==> config.mk <==
export PLATFORM = sky130hd
export DESIGN_NAME = dual_irq_ctrl
export DESIGN_NICKNAME = d
export VERILOG_FILES = /design/src/rtl/dual_irq_pkg.sv /design/src/rtl/irq_cfg_regs.sv /design/src/rtl/irq_req_gen.sv /design/src/rtl/irq_status_view.sv /design/src/rtl/dual_irq_ctrl.sv
export SDC_FILE = /design/constraint.sdc
export NUM_CORES = 1
export LEC_CHECK = 0
export ABC_AREA = 1
export CORE_MARGIN = 4
export CORE_UTILIZATION = 35
export CTS_CLUSTER_SIZE = 8
export DETAILED_ROUTE_END_ITERATION = 10
export PLACE_DENSITY = 0.78
export RECOVER_POWER = 25
export SETUP_SLACK_MARGIN = 0.5
export SYNTH_ARGS = -nofsm -noshare
export SYNTH_HDL_FRONTEND = slang
export SYNTH_SLANG_ARGS = --single-unit
==> constraint.sdc <==
create_clock -name clk_i -period 1 [get_ports clk_i]
set_input_delay 0.1 -clock clk_i [delete_from_list [all_inputs] [get_ports clk_i]]
set_output_delay 0.1 -clock clk_i [all_outputs]
set_load 0.1 [all_outputs]
==> src/rtl/dual_irq_pkg.sv <==
package dual_irq_pkg;
  localparam int unsigned MASK_EXT_BIT = 0;
  localparam int unsigned MASK_RDY_BIT = 1;
  localparam int unsigned STAT_REQ_BIT = 2;
  localparam int unsigned GEN_BIT      = 3;
  localparam logic        SEL_MASK     = 1'b0;
  localparam logic        SEL_ENABLE   = 1'b1;
endpackage

==> src/rtl/irq_cfg_regs.sv <==
module irq_cfg_regs
  import dual_irq_pkg::*;
#(
  parameter int unsigned DATA_W = 8
) (
  input  logic              clk_i,
  input  logic              rst_ni,
  input  logic              iface_rst_i,
  input  logic              wr_en_i,
  input  logic              wr_sel_i,
  input  logic [DATA_W-1:0] wr_data_i,
  output logic [DATA_W-1:0] mask_o,
  output logic              gen_en_o
);
  logic [DATA_W-1:0] mask_q;
  logic              gen_en_q;

  always_ff @(posedge clk_i or negedge rst_ni) begin
    if (!rst_ni) begin
      mask_q <= '0;
    end else if (wr_en_i && wr_sel_i == SEL_MASK) begin
      mask_q <= wr_data_i;
    end
  end

  // interface reset outranks a same-cycle enable write
  always_ff @(posedge clk_i or negedge rst_ni) begin
    if (!rst_ni) begin
      gen_en_q <= 1'b0;
    end else if (iface_rst_i) begin
      gen_en_q <= 1'b0;
    end else if (wr_en_i && wr_sel_i == SEL_ENABLE) begin
      gen_en_q <= wr_data_i[GEN_BIT];
    end
  end

  assign mask_o   = mask_q;
  assign gen_en_o = gen_en_q;


  mask_readback_chk: assert property (@(posedge clk_i) disable iff (!rst_ni)
    (wr_en_i && wr_sel_i == SEL_MASK) |=> (mask_o == $past(wr_data_i)));


  iface_rst_clears_chk: assert property (@(posedge clk_i) disable iff (!rst_ni)
    iface_rst_i |=> !gen_en_o);


  iface_rst_keeps_mask_chk: assert property (@(posedge clk_i) disable iff (!rst_ni)
    (iface_rst_i && !(wr_en_i && wr_sel_i == SEL_MASK)) |=> $stable(mask_o));
endmodule

==> src/rtl/irq_req_gen.sv <==
module irq_req_gen (
  input  logic clk_i,
  input  logic rst_ni,
  input  logic mask_ext_i,
  input  logic mask_rdy_i,
  input  logic gen_en_i,
  input  logic ext_irq_ni,
  input  logic ready_i,
  output logic irq_o
);
  logic ext_hit, rdy_hit, irq_d, irq_q;

  assign ext_hit = mask_ext_i & ~ext_irq_ni;
  assign rdy_hit = mask_rdy_i & ready_i;
  assign irq_d   = gen_en_i & (ext_hit | rdy_hit);

  always_ff @(posedge clk_i or negedge rst_ni) begin
    if (!rst_ni) irq_q <= 1'b0;
    else         irq_q <= irq_d;
  end

  assign irq_o = irq_q;


  gen_gate_chk: assert property (@(posedge clk_i) disable iff (!rst_ni)
    irq_o |-> $past(gen_en_i));



  source_cause_chk: assert property (@(posedge clk_i) disable iff (!rst_ni)
    irq_o |-> $past((mask_ext_i && !ext_irq_ni) || (mask_rdy_i && ready_i)));
endmodule

==> src/rtl/irq_status_view.sv <==
module irq_status_view
  import dual_irq_pkg::*;
#(
  parameter int unsigned DATA_W = 8
) (
  input  logic              gen_en_i,
  input  logic              irq_i,
  output logic [DATA_W-1:0] status_o
);
  for (genvar b = 0; b < DATA_W; b++) begin : g_bit
    if (b == GEN_BIT) begin : g_gen
      assign status_o[b] = gen_en_i;
    end else if (b == STAT_REQ_BIT) begin : g_req
      assign status_o[b] = irq_i;
    end else begin : g_zero
      assign status_o[b] = 1'b0;
    end
  end
endmodule

==> src/rtl/dual_irq_ctrl.sv <==
module dual_irq_ctrl
  import dual_irq_pkg::*;
#(
  parameter int unsigned DATA_W = 8
) (
  input  logic              clk_i,
  input  logic              rst_ni,
  input  logic              iface_rst_i,
  input  logic              wr_en_i,
  input  logic              wr_sel_i,
  input  logic [DATA_W-1:0] wr_data_i,
  input  logic              ext_irq_ni,
  input  logic              ready_i,
  output logic [DATA_W-1:0] mask_o,
  output logic [DATA_W-1:0] status_o,
  output logic              irq_o
);
  logic [DATA_W-1:0] mask_w;
  logic              gen_en_w;
  logic              irq_w;

  irq_cfg_regs #(.DATA_W(DATA_W)) u_cfg (
    .clk_i      (clk_i),
    .rst_ni     (rst_ni),
    .iface_rst_i(iface_rst_i),
    .wr_en_i    (wr_en_i),
    .wr_sel_i   (wr_sel_i),
    .wr_data_i  (wr_data_i),
    .mask_o     (mask_w),
    .gen_en_o   (gen_en_w)
  );

  irq_req_gen u_req (
    .clk_i     (clk_i),
    .rst_ni    (rst_ni),
    .mask_ext_i(mask_w[MASK_EXT_BIT]),
    .mask_rdy_i(mask_w[MASK_RDY_BIT]),
    .gen_en_i  (gen_en_w),
    .ext_irq_ni(ext_irq_ni),
    .ready_i   (ready_i),
    .irq_o     (irq_w)
  );

  irq_status_view #(.DATA_W(DATA_W)) u_stat (
    .gen_en_i(gen_en_w),
    .irq_i   (irq_w),
    .status_o(status_o)
  );

  assign mask_o = mask_w;
  assign irq_o  = irq_w;


  rearm_gap_chk: assert property (@(posedge clk_i) disable iff (!rst_ni)
    $fell(status_o[GEN_BIT]) |=> !irq_o);


  enable_write_chk: assert property (@(posedge clk_i) disable iff (!rst_ni)
    (wr_en_i && wr_sel_i == SEL_ENABLE && !iface_rst_i)
      |=> (status_o[GEN_BIT] == $past(wr_data_i[GEN_BIT])));
endmodule

# Yosys cells after proc, flatten, opt, wreduce, memory -nomap -nowiden
# Cells that the tools add are included.
[classes] n_mux=2 addsub=0 bitwise_logic=6 n_reduce_logical=3 n_lt_le_gt_ge=0 n_mul=0 n_eq_ne=0 div=0 n_shift=0
[ops] cell="$and A1 B1 Y1" n=3
[ops] cell="$logic_and A1 B1 Y1" n=2
[ops] cell="$mux W1" n=2
[ops] cell="$not A1 Y1" n=2
[ops] cell="$reduce_bool A2 Y1" n=1
[ops] cell="$or A1 B1 Y1" n=1
[totals] in_bits=15 mem_bits_ro=0 latch_bits=0 ram_bits=0 mem_count=0 out_inout_bits=17 register_bits=10

# Depth between registers and ports, before layout
# Gate-level depths: netlist of run 1.
[logic_depth] word_depth=4 mapped_depth=4 mapped_depth_nobuf=4

# By module
# Synthesis of run 1 repeated with hierarchy kept, for this count alone.
[hier_totals] cells_unflattened=60 hier_area_um2=484.2
[by_module_without_submodules] module="irq_cfg_regs" instances=1 cells_each=45 area_each_um2=371.6
[by_module_without_submodules] module="irq_status_view" instances=1 cells_each=9 area_each_um2=63.8
[by_module_without_submodules] module="irq_req_gen" instances=1 cells_each=6 area_each_um2=48.8

# Worst setup path after synthesis of run 1
# Ideal clock, no wire load.
[synth_timing] kind="register -> output" startpoint="register u_req.irq_q, in the netlist u_req.irq_o" endpoint="output status_o[2]" t_arrival_ps=1324 path_buffers=1 slack_ps=-424 path_stages_with_launch=2 required_time_ps=900 path_cell_list="dfrtp_1 -> buf_4"
[synth_rtl] item="start, declared" line="irq_req_gen.sv:11" text="logic ext_hit, rdy_hit, irq_d, irq_q;"
[synth_rtl] item="start signal, assigned" line="irq_req_gen.sv:19" text="else irq_q <= irq_d;"
[synth_rtl] item="end, declared" line="dual_irq_ctrl.sv:15" text="output logic [DATA_W-1:0] status_o,"
# No word-level cell between the ends.

# Worst setup path in the final report of run 1
[layout_timing] startpoint="register u_cfg.mask_q[6], in the netlist u_cfg.mask_o[6]" endpoint="output mask_o[6]"
[layout_rtl] item="start, declared" line="irq_cfg_regs.sv:15" text="logic [DATA_W-1:0] mask_q;"
[layout_rtl] item="start signal, assigned" line="irq_cfg_regs.sv:22" text="mask_q <= wr_data_i;"
[layout_rtl] item="end, declared" line="dual_irq_ctrl.sv:14" text="output logic [DATA_W-1:0] mask_o,"
# No word-level cell between the ends.

==> metrics.txt, run 1 <==
Worst EP arrival=0.94 ns; post-DP HPWL=952 µm; ranking of synthesized cells by area=dfrtp_1, nand2_1, buf_4, inv_1, nor2_4; Die Y=45.6 µm; pin count of the biggest net entering global routing=11; Via Count=451; most numerous cell in the Yosys netlist=nand2_1; Sw Ratio=45.3%; later-pin clock latency in the skew report=0.26 ns; Pwr Density=1780 nW/µm²; status=finished with violations; Layout Skew=0.00979 ns; Port Buf Inserts=25; crit path launch type=flip-flop; MaxCap Viol Count=0; Power Total=1.68 mW; Critical Path Fanout Max=2; Clock power frac=17.2%; average size of a mapped cell=7.99 µm²; initial antenna violation count=0; ys flop type=dfrtp_1; leakage power=0.455 nW; initial core utilization=37.6%; synth unique cells=11; Synth Register Bits=10; Gate Count Post-Synth=62; vias in the first global route=469; FF-to-FF Start=u_cfg.mask_o[0]; Area Overhead vs Synth=90.4%; Final Hold Viols=10; n_diodes=0; slowest cell on the critical path=dfrtp_4; DRC violations left=0; CP Capture Type=output port; Ports=32; core region area=1320 µm²; WP buf/inv=1; share of cells above drive strength 1=44.4%; Filler cells=103; largest area contributor in the synthesized netlist=dfrtp_1; GPL Wtd Cong=0.739; vias per cell=4.30; minimum clock period=1.04 ns; dpl cells=97; EDFF count, synth=0; row cnt=13; final worst slack=-0.0359 ns; top cell type's share of synthesized area=50.5%; slowest cell delay on critical path=0.50 ns; asr flop ratio synth=100%; Reg clk slew, reported paths=0.07 ns; Critical Path RT=0.90 ns; Ys Warns=0; Placed Area=845 µm²; CTS sink count=10; CTS tree=yes; wire per inst=12.0 µm; Final Cell Area=943 µm²; total CTS buffers=3; WHS=-0.121 ns; Final Non-Filler Cells=105; Internal=920 µW; H-tree depth=1; violated checks=hold timing, setup timing; Cell Chain, Critical Path=buf_12; Max Fclk=0.965 GHz; Seq pwr share=31.5%; setup violators final=8; Iter 0 DRT Violations=3; period utilization=104%; RSZ-0062 raised after global routing=true; Total Die Area=2080 µm²; Routed Antenna Nets=0; delay-heaviest family, CP=flip-flops; Max Slew Vio Count=0; clock root buffer=clkbuf_4; Crit Path Category=reg2out; die width=45.6 µm; register area share after synthesis=50.5%; nets=106; total track usage=12.7%; Worst Reg2Reg Path Length in Cells=4; Hold Path Class=in2async; Syn Std Cell Area=495 µm²; internal reg-to-reg setup slack=0.14 ns; Psw=762 µW; worst vdd ir=1.02 mV; clk buf depth=2; global-route wire length before repair=1910 µm; Pre-antenna DRT Iters=3; RR Endpoint=u_req.irq_o; Gate power share=51.3%; grt total ovfl=0; Synth top cells by count=nand2_1, buf_4, dfrtp_1, inv_1, inv_2; Detailed Route WL=1260 µm
[placed cells by master, fill, tap and decap left out]
master,count
nand2_2,10
clkbuf_1,1
nor2_4,1
buf_12,11
clkdlybuf4s50_1,11
conb_1,6
inv_2,2
dlygate4sd2_1,3
dfrtp_4,7
clkbuf_4,3
nand2_1,21
nor2_1,1
nand3_2,1
a21oi_2,1
buf_6,4
dfrtp_1,3
inv_1,4
[cells by family (layout without fill, tap and decap cells)]
kind of cell,Yosys count,after routing,share of synthesized area [%]
AOI/OAI and AO/OA,1,1,1.01
DFF,10,10,50.5
buffers and inverters,16,39,19.7
other,1,6,0.757
and+or+nand+nor,34,34,28.0
[through the flow]
stage	setup slack [ns]	hold slack, ns	TNS [ns]	utilization, %
floorplan	0.0713	-0.196	0	-
global placement	-0.0396	0.434	-0.292	64.1
detailed placement	-0.0845	0.449	-0.611	64.1
CTS	-0.0463	-0.106	-0.306	69.3
global route	-0.0632	-0.0922	-0.460	71.6
finish	-0.0359	-0.121	-0.250	71.6
[worst max-delay path by stage]
stage                          from         endpoint  slack, ns  depth (start not counted)
finish              u_cfg.mask_o[6]        mask_o[6]      -0.04                          1
global route        u_cfg.mask_o[3]        mask_o[3]      -0.06                          1
CTS                 u_cfg.mask_o[3]        mask_o[3]      -0.05                          1
detailed placement         wr_sel_i  u_cfg.mask_o[2]      -0.08                          5
global placement            wr_en_i  u_cfg.mask_o[6]      -0.04                          5
floorplan               u_req.irq_o      status_o[2]       0.07                          1
[flip-flops by register name (all words and copies together), names as in the netlist]
register        cells
u_cfg.gen_en_o      1
u_req.irq_o         1
u_cfg.mask_o        8
[power by group through the flow]
stage                     Combinational, mW  Clock (mW)  Sequential [mW]
after global routing                  0.888       0.317            0.537
after CTS                             0.841       0.304            0.527
after detailed placement              0.807           0            0.536
after floorplan                       0.354           0            0.759
final                                 0.862       0.289            0.530
after global placement                0.797           0            0.534
[layer usage]
metal  GRT usage, %  up-vias  wire (µm)
met1           13.4      214        428
li1               -      221          -
met2           23.7       16        755
met5              0        -          0
met4           5.26        0          0
met3           2.77        0         77
[area by class of cell]
type	instances	area, µm²	area share (%)
well taps	15	18.8	1.99
multi-input cells	41	198	21.0
flip-flops and latches	10	277	29.3
inverters	6	22.5	2.39
clock buffers	4	26.3	2.79
repair buffers	29	402	42.6
[timing repair]
action,CTS,global route
setup endpoints to repair,31,21
pin swaps,1,2
gates resized for setup,10,8
setup buffers,3,1
hold endpoints to repair,10,10
(Power assumes the default switching activity.)
==> run 2, diff against run 1 <==
--- a/config.mk
+++ b/config.mk
@@ -6,11 +6,12 @@
 export NUM_CORES = 1
 export LEC_CHECK = 0
 export ABC_AREA = 1
+export ABC_CLOCK_PERIOD_IN_PS = 1000
 export CORE_MARGIN = 4
-export CORE_UTILIZATION = 35
+export CORE_UTILIZATION = 37
 export CTS_CLUSTER_SIZE = 8
 export DETAILED_ROUTE_END_ITERATION = 10
-export PLACE_DENSITY = 0.78
+export PLACE_DENSITY = 0.82
 export RECOVER_POWER = 25
 export SETUP_SLACK_MARGIN = 0.5
 export SYNTH_ARGS = -nofsm -noshare
==> run 2 against run 1 <==
Effect of this change:
- the run still ends with hold timing, setup timing left
- global-route usage grew 1.1 points
- critical path depth unchanged
- register-to-register slack worse by 0.06 ns
- clock skew is 0.0091 ns lower
- highest routed layer is now met4
==> metrics.txt, run 2 (synthesis gave the netlist of run 1 again) <==
status=finished with violations; violated checks=hold timing, setup timing; Clock power frac=19.7% (+2.5 points); initial core utilization=41.8% (+4.2 points); clk buf depth=2 (unchanged); Pre-antenna DRT Iters=4 (+1); Total Die Area=1990 µm² (-4.5%); later-pin clock latency in the skew report=0.26 ns (about the same); total track usage=13.8% (+1.1 points); met1 usage=11.9% (-1.5 points); DRC violations left=0 (unchanged); total CTS buffers=3 (unchanged); WP buf/inv=1 (unchanged); met2 Track Usage GR=27.5% (+3.8 points); die width=44.6 µm (-2.3%); H-tree depth=1 (unchanged); post-DP HPWL=982 µm (+3.2%); grt total ovfl=0 (unchanged); crit path launch type=flip-flop; Iter 0 DRT Violations=7 (+4); period utilization=104% (+0.74 points); Sw Ratio=43.5% (-1.8 points); max reg flops=8 (unchanged); Port Buf Inserts=25 (unchanged); GPL Wtd Cong=0.690 (-6.6%); vias in the first global route=497 (+6.0%); Internal=1.04 mW (+13%); slowest cell delay on critical path=0.51 ns (about the same); Seq pwr share=29.0% (-2.5 points); most common cell after layout, fill and taps aside=nand2_1; Final Hold Viols=10 (unchanged); n_diodes=0 (unchanged); Layout Skew=0.000738 ns (-0.00906 ns); Max Fclk=0.958 GHz (-0.71%); setup violators final=8 (unchanged); Ports=32 (unchanged); CTS sink count=10 (unchanged); dpl cells=96 (-1.0%); met3 Use GR=4.07% (+1.3 points); Routed Antenna Nets=0 (unchanged); MaxCap Viol Count=0 (unchanged); share of cells above drive strength 1=51.0% (+6.6 points); Psw=802 µW (+5.3%); WHS=-0.106 ns (+0.0148 ns); grt peak-use layer=met2; Placed Area=843 µm² (-0.15%); CTS tree=yes; pin count of the biggest net entering global routing=11 (unchanged); Die Y=44.6 µm (-2.3%); Reg clk slew, reported paths=0.07 ns (about the same); clock root buffer=clkbuf_4; Worst EP arrival=0.94 ns (about the same); global-route wire length before repair=1980 µm (+3.6%); wire per inst=13.6 µm (+13%); Crit Path Category=reg2out; Gate power share=51.4% (about the same); Area Overhead vs Synth=110%; Via Count=498 (+10%); final worst slack=-0.0434 ns (-0.00743 ns); Cell Chain, Critical Path=buf_12; row cnt=12 (-1); RSZ-0062 raised after global routing=true; worst vdd ir=1.07 mV (+4.0%); Max Slew Vio Count=0 (unchanged); nets=112 (+5.7%); CP Capture Type=output port; minimum clock period=1.04 ns (+0.00743 ns); core region area=1190 µm² (-10%); Hold Path Class=in2async; vias per cell=4.53 (+5.4%); Final Non-Filler Cells=110 (+4.8%); initial antenna violation count=0 (unchanged); Critical Path Fanout Max=2 (unchanged); Pwr Density=1770 nW/µm² (-0.48%); Critical Path RT=0.90 ns (about the same); Detailed Route WL=1500 µm (+19%); slowest cell on the critical path=dfrtp_4; Final Cell Area=1040 µm² (+10%); commonest non-fill, non-tap cells in the layout=nand2_1, clkdlybuf4s50_1, buf_12, buf_6, nand2_2; delay-heaviest family, CP=flip-flops; leakage power=0.514 nW (+13%)
==> run 2: final timing paths <==
| check | slack, ns | cells after the start | from | to |
|---|---|---|---|---|
| setup / recovery | -0.04 | 1 | u_req.irq_o | irq_o |
| hold / removal | -0.11 | 1 | rst_ni | u_cfg.mask_o[2] |
| setup reg to reg | 0.08 | 4 | u_cfg.mask_o[7] | u_cfg.mask_o[7] |
| hold reg to reg | 0.57 | 2 | u_cfg.mask_o[6] | u_cfg.mask_o[6] |
| max in group asynchronous | 0.75 | 1 | rst_ni | u_cfg.mask_o[6] |
| min in group clk_i | 0.35 | 4 | wr_sel_i | u_cfg.mask_o[2] |
==> run 2: layout make-up <==
cell class	instances	area, µm²
Clock buffer	4	36.3
Fill cell	62	146
Inverter	6	22.5
Multi-Input combinational cell	41	218
Sequential cell	10	277
Tap cell	14	17.5
Timing Repair Buffer	35	469
==> run 2: metal layers <==
| layer | vias to the layer above | wire (µm) |
|---|---|---|
| met3 | 2 | 107 |
| met1 | 239 | 483 |
| met2 | 23 | 902 |
| met5 | - | 0 |
| li1 | 234 | - |
| met4 | 0 | 6 |
==> run 2: power groups by stage <==
stage / combinational, mW / sequential [mW] / clock (mW)
2_1_floorplan: 0.354 / 0.759 / 0
3_3_place_gp: 0.797 / 0.534 / 0
3_5_place_dp: 0.807 / 0.538 / 0
4_1_cts: 0.867 / 0.531 / 0.375
5_1_grt: 0.976 / 0.539 / 0.395
6_report: 0.947 / 0.534 / 0.363
==> run 2: metrics by stage <==
| stage | setup WS (ns) | utilization (%) | TNS [ns] | hold WS [ns] | power (mW) |
|---|---|---|---|---|---|
| 2_1_floorplan | 0.0713 | - | 0 | -0.196 | 1.11 |
| 4_1_cts | -0.0488 | 80.5 | -0.336 | -0.104 | 1.77 |
| 6_report | -0.0434 | 87.7 | -0.293 | -0.106 | 1.84 |
| 5_1_grt | -0.0654 | 87.7 | -0.501 | -0.0820 | 1.91 |
| 3_3_place_gp | -0.0422 | 71.1 | -0.295 | 0.426 | 1.33 |
| 3_5_place_dp | -0.0849 | 71.1 | -0.620 | 0.449 | 1.34 |
==> run 2: what timing repair did <==
action,4_1_cts,5_1_grt
pin swaps,2,1
gates resized for setup,18,11
setup buffers,4,6
endpoints found under the setup margin,31,21
hold endpoints to repair,10,10
==> run 2: worst reg2reg max path: stages (launching register included) <==
cell,delay (ns)
dfrtp_4,0.49
buf_6,0.12
buf_6,0.10
nand2_2,0.05
nand2_1,0.05
